**config.mk**
```make
export PLATFORM = sky130hd
export DESIGN_NAME = pcie_pwrseq
export DESIGN_NICKNAME = d
export VERILOG_FILES = /design/src/rtl/pcie_pwrseq_pkg.sv /design/src/rtl/pwrseq_wait_timer.sv /design/src/rtl/pwrseq_ctrl.sv /design/src/rtl/pwrseq_outdec.sv /design/src/rtl/pcie_pwrseq.sv
export SDC_FILE = /design/constraint.sdc
export NUM_CORES = 1
export LEC_CHECK = 0
export BUFFER_PORTS_ARGS = -buffer_cell sky130_fd_sc_hd__clkbuf_2
export CELL_PAD_IN_SITES_DETAIL_PLACEMENT = 1
export CELL_PAD_IN_SITES_GLOBAL_PLACEMENT = 1
export CORE_MARGIN = 2
export CORE_UTILIZATION = 38
export CTS_BUF_LIST = sky130_fd_sc_hd__clkbuf_4 sky130_fd_sc_hd__clkbuf_8 sky130_fd_sc_hd__clkbuf_16
export DETAILED_ROUTE_END_ITERATION = 10
export PLACE_DENSITY_LB_ADDON = 0.2
export SKIP_LAST_GASP = 1
export SLEW_MARGIN = 15
export SYNTH_ARGS = -nofsm -noshare
export SYNTH_HDL_FRONTEND = slang
export SYNTH_SLANG_ARGS = --single-unit
```
**constraint.sdc**
```tcl
create_clock -name clk -period 2.1 [get_ports clk]
set_input_delay 0.315 -clock clk [delete_from_list [all_inputs] [get_ports clk]]
set_output_delay 0.315 -clock clk [all_outputs]
set_load 0.03 [all_outputs]
```
**src/rtl/pcie_pwrseq_pkg.sv**
```systemverilog
package pcie_pwrseq_pkg;

    localparam int unsigned DEVTYPE_W = 4;
    localparam logic [DEVTYPE_W-1:0] DEVTYPE_ROOT = 4'd4;

    // Ordering matters: output decode uses range comparisons on this enum.
    typedef enum logic [4:0] {
        ST_IDLE,
        ST_CARD_LO,
        ST_CTRL_LO,
        ST_PWR_WAIT,
        ST_CTRL_REL,
        ST_CARD_REL,
        ST_AUX_ON,
        ST_HOLD,
        ST_PWRUP_REL,
        ST_PROG,
        ST_AUX_OFF,
        ST_HOLD_CLR,
        ST_AUX_ON2,
        ST_DEVTYPE,
        ST_READY,
        ST_RUN
    } seq_state_e;

    typedef struct packed {
        logic                 card_rst_n;
        logic                 ctrl_rst_n;
        logic                 pwr_en;
        logic                 aux_clk_en;
        logic                 hold_phy_rst;
        logic                 pwrup_rst_n;
        logic                 prog_req;
        logic                 dev_type_we;
        logic [DEVTYPE_W-1:0] dev_type;
        logic                 busy;
        logic                 link_ready;
    } seq_out_t;

    function automatic logic in_span(seq_state_e s, seq_state_e lo, seq_state_e hi);
        return (s >= lo) && (s <= hi);
    endfunction

endpackage

```
**src/rtl/pwrseq_wait_timer.sv**
```systemverilog
module pwrseq_wait_timer #(
    parameter int unsigned CYCLES = 20_000_000
) (
    input  logic clk,
    input  logic rst,
    input  logic load,
    input  logic tick,
    output logic expired
);
    localparam int unsigned CW = (CYCLES < 2) ? 1 : $clog2(CYCLES);
    localparam logic [CW-1:0] LOAD_VAL = CW'(CYCLES - 1);

    logic [CW-1:0] cnt_q;

    always_ff @(posedge clk) begin
        if (rst) begin
            cnt_q <= '0;
        end else if (load) begin
            cnt_q <= LOAD_VAL;
        end else if (tick && (cnt_q != '0)) begin
            cnt_q <= cnt_q - 1'b1;
        end
    end

    assign expired = (cnt_q == '0);

    // count never leaves the window it was loaded with
    p_cnt_range_r3: assert property (@(posedge clk) disable iff (rst)
        cnt_q <= LOAD_VAL);

    // a reload always starts a full window
    p_load_full_r3: assert property (@(posedge clk) disable iff (rst)
        load |=> (cnt_q == LOAD_VAL));

endmodule

```
**src/rtl/pwrseq_ctrl.sv**
```systemverilog
module pwrseq_ctrl
    import pcie_pwrseq_pkg::*;
(
    input  logic       clk,
    input  logic       rst,
    input  logic       start,
    input  logic       shutdown,
    input  logic       prog_done,
    input  logic       wait_expired,
    output seq_state_e state,
    output logic       timer_load,
    output logic       timer_tick
);
    seq_state_e state_q, state_d;

    always_comb begin
        state_d = state_q;
        unique case (state_q)
            ST_IDLE:      if (start) state_d = ST_CARD_LO;
            ST_CARD_LO:   state_d = ST_CTRL_LO;
            ST_CTRL_LO:   state_d = ST_PWR_WAIT;
            ST_PWR_WAIT:  if (wait_expired) state_d = ST_CTRL_REL;
            ST_CTRL_REL:  state_d = ST_CARD_REL;
            ST_CARD_REL:  state_d = ST_AUX_ON;
            ST_AUX_ON:    state_d = ST_HOLD;
            ST_HOLD:      state_d = ST_PWRUP_REL;
            ST_PWRUP_REL: state_d = ST_PROG;
            ST_PROG:      if (prog_done) state_d = ST_AUX_OFF;
            ST_AUX_OFF:   state_d = ST_HOLD_CLR;
            ST_HOLD_CLR:  state_d = ST_AUX_ON2;
            ST_AUX_ON2:   state_d = ST_DEVTYPE;
            ST_DEVTYPE:   state_d = ST_READY;
            ST_READY:     state_d = ST_RUN;
            ST_RUN:       state_d = ST_RUN;
            default:      state_d = ST_IDLE;
        endcase
        if (shutdown) state_d = ST_IDLE;
    end

    always_ff @(posedge clk) begin
        if (rst) state_q <= ST_IDLE;
        else     state_q <= state_d;
    end

    assign state      = state_q;
    assign timer_load = (state_q == ST_CTRL_LO);
    assign timer_tick = (state_q == ST_PWR_WAIT);

    // programming step is left only through the done handshake
    p_prog_exit_r11: assert property (@(posedge clk) disable iff (rst)
        (state_q == ST_PROG) && !prog_done && !shutdown |=> (state_q == ST_PROG));

    // a running sequence is not restarted by start
    p_no_restart_r10: assert property (@(posedge clk) disable iff (rst)
        (state_q == ST_RUN) && !shutdown |=> (state_q == ST_RUN));

endmodule

```
**src/rtl/pwrseq_outdec.sv**
```systemverilog
module pwrseq_outdec
    import pcie_pwrseq_pkg::*;
(
    input  seq_state_e state,
    output seq_out_t   outs
);
    always_comb begin
        outs              = '0;
        outs.card_rst_n   = (state >= ST_CARD_REL);
        outs.ctrl_rst_n   = (state >= ST_CTRL_REL);
        outs.pwr_en       = (state >= ST_PWR_WAIT);
        outs.aux_clk_en   = in_span(state, ST_AUX_ON, ST_PROG) || (state >= ST_AUX_ON2);
        outs.hold_phy_rst = in_span(state, ST_HOLD, ST_AUX_OFF);
        outs.pwrup_rst_n  = (state >= ST_PWRUP_REL);
        outs.prog_req     = (state == ST_PROG);
        outs.dev_type_we  = (state == ST_DEVTYPE);
        outs.dev_type     = (state >= ST_DEVTYPE) ? DEVTYPE_ROOT : '0;
        outs.busy         = in_span(state, ST_CARD_LO, ST_DEVTYPE);
        outs.link_ready   = (state == ST_READY);
    end
endmodule

```
**src/rtl/pcie_pwrseq.sv**
```systemverilog
module pcie_pwrseq
    import pcie_pwrseq_pkg::*;
#(
    parameter int unsigned WAIT_CYCLES = 20_000_000
) (
    input  logic                 clk,
    input  logic                 rst,
    input  logic                 start_i,
    input  logic                 shutdown_i,
    input  logic                 prog_done_i,
    output logic                 card_rst_n_o,
    output logic                 ctrl_rst_n_o,
    output logic                 pwr_en_o,
    output logic                 aux_clk_en_o,
    output logic                 hold_phy_rst_o,
    output logic                 pwrup_rst_n_o,
    output logic                 prog_req_o,
    output logic                 dev_type_we_o,
    output logic [DEVTYPE_W-1:0] dev_type_o,
    output logic                 busy_o,
    output logic                 link_ready_o
);
    seq_state_e state;
    seq_out_t   outs;
    logic       timer_load, timer_tick, wait_expired;

    pwrseq_wait_timer #(.CYCLES(WAIT_CYCLES)) u_timer (
        .clk     (clk),
        .rst     (rst),
        .load    (timer_load),
        .tick    (timer_tick),
        .expired (wait_expired)
    );

    pwrseq_ctrl u_ctrl (
        .clk          (clk),
        .rst          (rst),
        .start        (start_i),
        .shutdown     (shutdown_i),
        .prog_done    (prog_done_i),
        .wait_expired (wait_expired),
        .state        (state),
        .timer_load   (timer_load),
        .timer_tick   (timer_tick)
    );

    pwrseq_outdec u_dec (
        .state (state),
        .outs  (outs)
    );

    assign card_rst_n_o   = outs.card_rst_n;
    assign ctrl_rst_n_o   = outs.ctrl_rst_n;
    assign pwr_en_o       = outs.pwr_en;
    assign aux_clk_en_o   = outs.aux_clk_en;
    assign hold_phy_rst_o = outs.hold_phy_rst;
    assign pwrup_rst_n_o  = outs.pwrup_rst_n;
    assign prog_req_o     = outs.prog_req;
    assign dev_type_we_o  = outs.dev_type_we;
    assign dev_type_o     = outs.dev_type;
    assign busy_o         = outs.busy;
    assign link_ready_o   = outs.link_ready;

    // power is on whenever the controller reset is released
    p_pwr_before_rel_r3: assert property (@(posedge clk) disable iff (rst)
        $rose(ctrl_rst_n_o) |-> pwr_en_o);

    // card reset only released after the controller reset
    p_card_after_ctrl_r4: assert property (@(posedge clk) disable iff (rst)
        $rose(card_rst_n_o) |-> $past(ctrl_rst_n_o));

    // PHY held and clocked when power-up reset is released
    p_hold_before_pwrup_r5: assert property (@(posedge clk) disable iff (rst)
        $rose(pwrup_rst_n_o) |-> (hold_phy_rst_o && aux_clk_en_o));

    // hold is dropped only with the auxiliary clock gated
    p_hold_clr_gated_r6: assert property (@(posedge clk) disable iff (rst)
        $fell(hold_phy_rst_o) |-> !aux_clk_en_o);

    // request persists until done
    p_prog_hold_r6: assert property (@(posedge clk) disable iff (rst)
        prog_req_o && !prog_done_i && !shutdown_i |=> prog_req_o);

    // busy begins only on a start request
    p_busy_start_r7: assert property (@(posedge clk) disable iff (rst)
        $rose(busy_o) |-> $past(start_i));

    // ready follows the device-type write and lasts one cycle
    p_ready_after_we_r8: assert property (@(posedge clk) disable iff (rst)
        link_ready_o |-> $past(dev_type_we_o));
    p_ready_pulse_r8: assert property (@(posedge clk) disable iff (rst)
        link_ready_o |=> !link_ready_o);

    // shutdown asserts both resets on the next cycle
    p_shutdown_r9: assert property (@(posedge clk) disable iff (rst)
        shutdown_i |=> (!card_rst_n_o && !ctrl_rst_n_o && !pwr_en_o));

endmodule

```
==> flow_metrics.tcl, run 1 <==
set metrics [dict create \
    status "finished with violations" \
    violations "negative setup slack" \
    drv_cap 0 \
    hpwlAfterDp_um 3580 \
    tightest_slew_ps 486 \
    cts_sinks 29 \
    p_per_area_nw_per_um2 675 \
    combPwrFrac 0.124 \
    holdBufCountCts 0 \
    start_kind "flip-flop" \
    viasPerCell 5.70 \
    netSwitchingPower_mw 0.339 \
    final_cells 285 \
    dieHeight_um 70.2 \
    netlist_area_um2 1660 \
    synthArstFlopShare 0 \
    die_area_um2 4920 \
    slew_headroom 0.668 \
    post-route-min-period_ps 2150 \
    antenna_found_initial 0 \
    ant_nets 0 \
    dr.pass1.iters 6 \
    final-setup-viol-count 4 \
    clk_latency_ps 280 \
    max_freq_mhz 465 \
    yosysSeqAreaShare 0.349 \
    finalHoldViolCount 0 \
    track_usage 0.200 \
    synth_top_area_frac 0.349 \
    irDropWorstVdd_mv 0.349 \
    crit_type "flip-flop to flip-flop" \
    yosys_warnings 0 \
    vias 1625 \
    path_clk_slew_ps 60 \
    initial_core_util 0.388 \
    grt_max_degree 18 \
    core_um2 4290 \
    dr.first_iter.drc_count 80 \
    grt_pass1_vias 1669 \
    intPower_mw 1.02 \
    final_nets 239 \
    grt_pass1_wl_um 7780 \
    clkPwrFrac 0.460 \
    r2r_cells 5 \
    cts-buffers-inserted 5 \
    synth_flop_cell "dfxtp_1" \
    synth-edff-count 0 \
    rows 24 \
    worstPathRequired_ps 2240 \
    cts.root.buffer_cell "clkbuf_8" \
    h-tree-depth 2 \
    yosys-top-cells-area "dfxtp_1 35%, a21oi_1 7.5%, xnor2_1 5.3%" \
    area_growth_pct 20.5 \
    fill_cells 541 \
    numPlacedInstances 277 \
    drc 0 \
    wire_per_inst_um 17.1 \
    ys_seq_elements 29 \
    rsz0062_at_grt "true" \
    synthCells 207 \
    gp_congestion 0.849 \
    crit_fanout 8 \
    pwr-share-seq 0.417 \
    yosys.area.top_type "dfxtp_1" \
    post_cts.repair.setup_buffers 0 \
    clock_skew_ps 3.80 \
    grt-ovfl-total 0 \
    endpoint_kind "flip-flop" \
    clock_path_buffers 2 \
    die_w_um 70.2 \
    syn_area_per_cell_um2 8.04 \
    critPathArrivalTime_ps 2290 \
    leakagePower_nw 0.783 \
    min_period_over_period 1.02 \
    switching_share 0.250 \
    n_antenna_cell 0 \
    hold_path_depth 3 \
    finalPower_mw 1.35 \
    synth.distinct_cells 49 \
    fin_ws_ps -48.8 \
    io_buffers 15 \
    finalMaxSlewViolations 0 \
    drive_gt1_frac 0.245 \
    cts_tree "yes" \
    pin_count 19 \
    hold_class "input port to flip-flop" \
    routed_wl_um 4860 \
]
cells by family (layout without fill, tap and decap cells):
family,Yosys count,after routing,share of synthesized area
simple gates,85,85,0.294
xor+xnor,16,16,0.0842
other cells,1,3,0.00225
buf+inv,20,44,0.0564
flops,29,29,0.349
fa+ha+maj,2,2,0.0150
compound gates,54,54,0.199
final timing paths:
| kind | slack [ps] | end | from |
|---|---|---|---|
| worst max-delay path | -50 | u_timer.cnt_q[2] | u_timer.cnt_q[2] |
| worst min-delay path | 340 | u_ctrl.state[3] | shutdown_i |
| worst max register to register | -50 | u_timer.cnt_q[2] | u_timer.cnt_q[2] |
| worst min register to register | 480 | u_timer.cnt_q[19] | u_timer.cnt_q[19] |
state kept, by name (all words and copies together) (netlist names):
name and cells:
u_ctrl.state 4, u_timer.cnt_q 25
layout by cell type, fill, tap and decap left out, types with 4 or more instances in the layout:
cell / count
dfxtp_1: 27
a21oi_1: 24
buf_4: 17
clkbuf_2: 15
nand2_1: 14
nor2_1: 14
xnor2_1: 10
nor3_1: 9
or3_1: 8
o21ai_0: 7
nor4_1: 7
xor2_1: 6
clkbuf_8: 6
inv_1: 4
what timing repair did:
item | 4_1_cts | 5_1_grt
gates resized for setup | 0 | 7
setup endpoints to repair | 3 | 12
pin swaps | 0 | 3
synthesized netlist by cell type, types with 4 or more instances:
master    number
xor2_1         6
a21oi_1       25
or3_1          8
clkbuf_1      11
inv_1          4
nor3_1         9
o21ai_0        7
or4_1          4
nand2_1       14
dfxtp_1       29
nor4_1         7
xnor2_1       10
nor2_1        15
metal layers:
metal  track usage  up-vias  share of wire
met5             0        -              0
met4        0.0791        0          0.010
met3        0.0375        4          0.024
met2         0.351       24           0.51
met1         0.238      798           0.45
li1              -      799              -
stage by stage:
stage | hold slack (ps) | worst slack (ps) | cell area (um2) | TNS [ps] | util
after detailed placement | 471 | -10.5 | 1860 | -14.7 | 0.433
after global placement | 461 | 53.8 | 1860 | 0 | 0.433
after global routing | 334 | -129 | 2010 | -560 | 0.467
final | 335 | -48.8 | 2010 | -108 | 0.467
after CTS | 330 | -12.5 | 1980 | -32.1 | 0.461
after floorplan | 442 | 18.3 | 1670 | 0 | -
critical path, cell delays in order, from the launching register on:
cell and delay (ps):
dfxtp_2 330, or4_4 530, or4_4 630, o21ai_2 230
xor2_1 180, a21oi_1 100
power groups by stage:
stage / combinational [mW] / clock, mW / sequential [mW]
after floorplan: 0.116 / 0 / 0.576
after global routing: 0.182 / 0.664 / 0.564
final: 0.168 / 0.622 / 0.564
after global placement: 0.156 / 0 / 0.575
after detailed placement: 0.162 / 0 / 0.576
after CTS: 0.162 / 0.632 / 0.564
final cells by class:
type,instances,area (um2),area share
timing repair buffer,32,203,0.101
multi-input combinational,160,1020,0.508
tap,52,65.1,0.0324
sequential,29,583,0.291
clock inverter,1,30.0,0.0150
clock buffer,7,90.1,0.0449
inverter,4,15.0,0.00749
Power figures use the tool's default switching activity.
==> run 2, diff against run 1 <==
--- a/config.mk
+++ b/config.mk
@@ -5,7 +5,7 @@
 export SDC_FILE = /design/constraint.sdc
 export NUM_CORES = 1
 export LEC_CHECK = 0
-export BUFFER_PORTS_ARGS = -buffer_cell sky130_fd_sc_hd__clkbuf_2
+export BUFFER_PORTS_ARGS = -buffer_cell sky130_fd_sc_hd__buf_2
 export CELL_PAD_IN_SITES_DETAIL_PLACEMENT = 1
 export CELL_PAD_IN_SITES_GLOBAL_PLACEMENT = 1
 export CORE_MARGIN = 2
==> run 2 against run 1 <==
The run still ends with negative setup slack left; highest routed layer unchanged; critical endpoint is now u_timer.cnt_q[4]; first-iteration DRC count decreased by 6.3%; clock power decreased by 24%; cell count unchanged; critical path type unchanged.
==> flow_metrics.tcl, run 2 (same netlist as run 1, synthesis figures left out) <==
set metrics [dict create \
    hold_class "input port to flip-flop" \
    die_w_um 70.2 \
    finalSetupTns_ps -18.2 \
    cpMaxStageDelayCell "or4_4" \
    drc 0 \
    crit_fanout 8 \
    slew_headroom 0.635 \
    critPathLaunch "u_timer.cnt_q[3]" \
    worstPathRequired_ps 2250 \
    switching_share 0.275 \
    pwr-share-seq 0.467 \
    fin_ws_ps -12.4 \
    n_antenna_cell 0 \
    antenna_found_initial 0 \
    critPathArrivalTime_ps 2270 \
    start_kind "flip-flop" \
    dr.pass1.iters 4 \
    final_common_cell "dfxtp_1" \
    track_usage 0.203 \
    r2r_slack_ps -10 \
    timing.rr.end "u_timer.cnt_q[4]" \
    max_freq_mhz 473 \
    drv_cap 0 \
    initial_core_util 0.388 \
    rsz0062_at_grt "true" \
    holdBufCountCts 0 \
    drive_gt1_frac 0.240 \
    finish.instance_area_um2 1970 \
    r2r_cells 5 \
    dieHeight_um 70.2 \
    status "finished with violations" \
    grt_pass1_vias 1656 \
    io_buffers 15 \
    combPwrFrac 0.141 \
    cts_sinks 29 \
    crit_top_cell "or4_4" \
    area_growth_pct 18.6 \
    rows 24 \
    grt_pass1_wl_um 7920 \
    vias 1655 \
    cp.depth 5 \
    final_nets 240 \
    routed_wl_um 4770 \
    path_clk_slew_ps 60 \
    grt_max_degree 18 \
    fill_cells 529 \
    finalHoldViolCount 0 \
    layout_common_cells "27 x dfxtp_1, 24 x a21oi_1, 18 x buf_4, 15 x buf_2" \
    cp_num_buf_inv 0 \
    irDropWorstVdd_mv 0.286 \
    intPower_mw 0.875 \
    postPlaceCellArea_um2 1850 \
    violations "negative setup slack" \
    crit_path_cell_trace "or4_4, or4_4, o211ai_1, xor2_1, a21oi_1" \
    viasPerCell 5.81 \
    endpoint_kind "flip-flop" \
    largest_reg_flops 25 \
    pin_count 19 \
    wire_per_inst_um 16.7 \
    r2r-start "u_timer.cnt_q[3]" \
    netSwitchingPower_mw 0.332 \
    gp_congestion 0.852 \
    crit_type "flip-flop to flip-flop" \
    clk_latency_ps 290 \
    cts_tree "yes" \
    endpoint "u_timer.cnt_q[4]" \
    timing.hold.ws_ps 327 \
    clkPwrFrac 0.391 \
    ant_nets 0 \
    p_per_area_nw_per_um2 612 \
    crit_family "simple AND/OR/NAND/NOR gates" \
    final-setup-viol-count 2 \
    core_um2 4290 \
    clock_skew_ps 7.66 \
    leakagePower_nw 0.777 \
    grt-ovfl-total 0 \
    hpwlAfterDp_um 3370 \
    tightest_slew_ps 534 \
    post-route-min-period_ps 2110 \
    regArea_um2 583 \
    cp_slowest_stage_delay_ps 620 \
    h-tree-depth 2 \
    multi_input_area_um2 1010 \
    die_area_um2 4920 \
    finalMaxSlewViolations 0 \
    dp_slack_ps -8.71 \
    min_period_over_period 1.01 \
    largest_register "u_timer.cnt_q" \
    cts-buffers-inserted 5 \
    clock_path_buffers 2 \
    finalPower_mw 1.21 \
    dr.first_iter.drc_count 75 \
    cts.root.buffer_cell "clkbuf_8" \
]
[run 2: cell count changes in the layout (fill, tap and decap cells not counted)]
cell,before,now
a211o_1,0,1
clkbuf_4,1,0
buf_2,0,15
clkinvlp_4,0,1
bufinv_16,1,0
a211o_4,1,0
clkbuf_2,15,0
buf_4,17,18
[run 2: layer usage]
layer,vias to the layer above,wire [um],global-route usage
met5,-,0,0
met4,0,63,0.0705
met3,7,138,0.0404
met2,27,2350,0.354
met1,820,2220,0.249
li1,801,-,-
[run 2: final cells by class]
| cell class | count | share of cell area |
|---|---|---|
| Sequential cell | 29 | 0.295 |
| Clock buffer | 6 | 0.0418 |
| Tap cell | 52 | 0.0330 |
| Multi-Input combinational cell | 160 | 0.512 |
| Timing Repair Buffer | 33 | 0.106 |
| Inverter | 4 | 0.00760 |
| Clock inverter | 1 | 0.00380 |
[run 2: worst min-delay path by stage]
stage	start	endpoint	slack, ps	cells past startpoint
finish	shutdown_i	u_ctrl.state[3]	330	3
global route	shutdown_i	u_ctrl.state[3]	340	3
CTS	shutdown_i	u_ctrl.state[3]	330	3
detailed placement	u_timer.cnt_q[19]	u_timer.cnt_q[19]	470	2
global placement	u_timer.cnt_q[19]	u_timer.cnt_q[19]	460	2
floorplan	u_timer.cnt_q[19]	u_timer.cnt_q[19]	440	2
[run 2: repair_timing]
item	CTS	global route
setup buffers	2	0
cloned	0	0
pin swaps	5	1
setup endpoints to repair	2	6
gates resized for setup	3	3
[run 2: stage by stage]
stage / std cells / utilization
2_1_floorplan: 209 / -
3_3_place_gp: 276 / 0.432
3_5_place_dp: 276 / 0.432
4_1_cts: 285 / 0.457
5_1_grt: 285 / 0.460
6_report: 285 / 0.460
[run 2: tightest hold or removal path, cell delays in order]
cell	delay [ps]
buf_2	70
nor2_1	40
a21boi_0	120
[run 2: power groups by stage]
stage          combinational, mW  sequential (mW)  clock (mW)
5_1_grt                    0.185            0.565       0.513
2_1_floorplan              0.116            0.576           0
3_3_place_gp               0.157            0.576           0
4_1_cts                    0.165            0.564       0.484
6_report                   0.171            0.564       0.473
3_5_place_dp               0.161            0.576           0
==> run 3, diff against run 2 <==
--- a/config.mk
+++ b/config.mk
@@ -13,6 +13,7 @@
 export CTS_BUF_LIST = sky130_fd_sc_hd__clkbuf_4 sky130_fd_sc_hd__clkbuf_8 sky130_fd_sc_hd__clkbuf_16
 export DETAILED_ROUTE_END_ITERATION = 10
 export PLACE_DENSITY_LB_ADDON = 0.2
+export REMOVE_ABC_BUFFERS = 1
 export SKIP_LAST_GASP = 1
 export SLEW_MARGIN = 15
 export SYNTH_ARGS = -nofsm -noshare
==> run 3 against run 2 <==
The flow still finishes with violations (negative setup slack); global-route usage fell by 0.19 points; count of clock-buffer cells in the layout rose by 1; total power rose by 0.41%; utilization rose by 0.23 points; wire length fell by 0.69%; critical endpoint is now u_timer.cnt_q[2]; combinational power barely moved; critical path depth did not move; via count barely moved; clock power rose by 2%; highest routed layer unchanged; register-to-register slack barely moved.
==> flow_metrics.tcl, run 3 (same netlist as run 1, synthesis figures left out) <==
set metrics [dict create \
    gp_congestion 0.851 \
    n_antenna_cell 0 \
    start_kind "flip-flop" \
    max_freq_mhz 473 \
    endpoint_kind "flip-flop" \
    final_common_cell "dfxtp_1" \
    vias 1656 \
    worstPathRequired_ps 2260 \
    wire_per_inst_um 16.6 \
    finalSetupTns_ps -27.8 \
    r2r_slack_ps -20 \
    h-tree-depth 2 \
    dieHeight_um 70.2 \
    r2r-start "u_timer.cnt_q[21]" \
    dr.pass1.iters 4 \
    finalPower_mw 1.21 \
    largest_register "u_timer.cnt_q" \
    drv_cap 0 \
    fin_util 0.462 \
    r2r_cells 5 \
    cts_sinks 29 \
    hold_path.startpoint "shutdown_i" \
    hold_class "input port to flip-flop" \
    final_nets 240 \
    cts.root.buffer_cell "clkbuf_8" \
    dr.first_iter.drc_count 107 \
    core_um2 4290 \
    cpMaxStageDelayCell "or4_4" \
    ant_nets 0 \
    die_w_um 70.2 \
    area_growth_pct 19.2 \
    rsz0062_at_grt "true" \
    min_to "u_ctrl.state[3]" \
    grt_max_degree 18 \
    crit_type "flip-flop to flip-flop" \
    final_cells 285 \
    timing.hold.ws_ps 315 \
    pin_count 19 \
    io_buffers 15 \
    status "finished with violations" \
    finalMaxSlewViolations 0 \
    crit_top_cell "or4_4" \
    rows 24 \
    timing.rr.end "u_timer.cnt_q[2]" \
    clk_latency_ps 280 \
    p_per_area_nw_per_um2 611 \
    post-route-min-period_ps 2120 \
    violations "negative setup slack" \
    numPlacedInstances 276 \
    largest_reg_flops 25 \
    cp_num_buf_inv 0 \
    min_period_over_period 1.01 \
    path_clk_slew_ps 60 \
    drive_gt1_frac 0.240 \
    track_usage 0.202 \
    drc 0 \
    finalHoldViolCount 0 \
    cts_tree "yes" \
    clock_path_buffers 2 \
    fin_ws_ps -15.8 \
    hold_path_depth 3 \
    viasPerCell 5.81 \
    hpwlAfterDp_um 3450 \
    grt_pass1_vias 1628 \
    cts-buffers-inserted 5 \
    antenna_found_initial 0 \
    crit_path_cell_trace "or4_4, or4_4, o21ai_2, xor2_1, a21oi_1" \
    final-setup-viol-count 2 \
    crit_fanout 8 \
    clock_skew_ps 4.33 \
    grt-ovfl-total 0 \
    routed_wl_um 4740 \
    initial_core_util 0.388 \
    layout_common_cells "27 x dfxtp_1, 25 x a21oi_1, 18 x buf_4, 15 x buf_2" \
    cp_slowest_stage_delay_ps 630 \
    critPathLaunch "u_timer.cnt_q[21]" \
    leakagePower_nw 0.787 \
    critPathArrivalTime_ps 2280 \
    irDropWorstVdd_mv 0.363 \
    grt_pass1_wl_um 7790 \
    die_area_um2 4920 \
    crit_family "simple AND/OR/NAND/NOR gates" \
]
run 3: cell types whose count changed in the layout (fill, tap and decap cells not counted), sizes merged:
cell,previous run,this run
clkinvlp,1,0
clkbuf,6,7
run 3: per-layer routing:
layer / GRT usage / part of all wire / vias up
li1: - / - / 801
met1: 0.259 / 0.46 / 828
met2: 0.325 / 0.50 / 21
met3: 0.0476 / 0.026 / 6
met4: 0.0833 / 0.018 / 0
met5: 0 / 0 / -
run 3: layout make-up:
| class | instances | area [um2] |
|---|---|---|
| fill | 531 | 2310 |
| multi-input combinational | 160 | 1020 |
| sequential | 29 | 583 |
| timing repair buffer | 33 | 210 |
| clock buffer | 7 | 90.1 |
| tap | 52 | 65.1 |
| inverter | 4 | 15.0 |
run 3: worst min-delay path, delay by kind of cell:
kind	cells	cell delay [ps]
buffers and inverters	1	80
AOI/OAI and AO/OA	1	120
and+or+nand+nor	1	40
run 3: worst max-delay path by stage:
stage                       endpoint  slack [ps]  cells after the start
global placement    u_timer.cnt_q[2]          60                      5
detailed placement  u_timer.cnt_q[2]          -1                      5
finish              u_timer.cnt_q[2]         -20                      5
global route        u_timer.cnt_q[4]         -50                      5
CTS                 u_timer.cnt_q[2]          -4                      5
floorplan           u_timer.cnt_q[4]          50                      5
run 3: what timing repair did:
action                     in CTS  in global routing
pin swaps                       5                  0
cloned                          0                  0
buffers inserted                2                  0
resized for setup               3                  5
hold buffers                    0                  0
setup endpoints to repair       2                 10
run 3: metrics by stage:
step / instance area (um2) / setup slack (ps)
floorplan: 1590 / 50.8
global placement: 1850 / 59.4
detailed placement: 1850 / -0.957
CTS: 1960 / -3.54
global route: 1980 / -45.4
finish: 1980 / -15.8
run 3: power by group:
part           total [mW]  switching [mW]  internal [mW]
Combinational       0.168           0.109         0.0591
Clock               0.481           0.209          0.272
Sequential          0.564         0.00635          0.558
Total                1.21           0.324          0.889
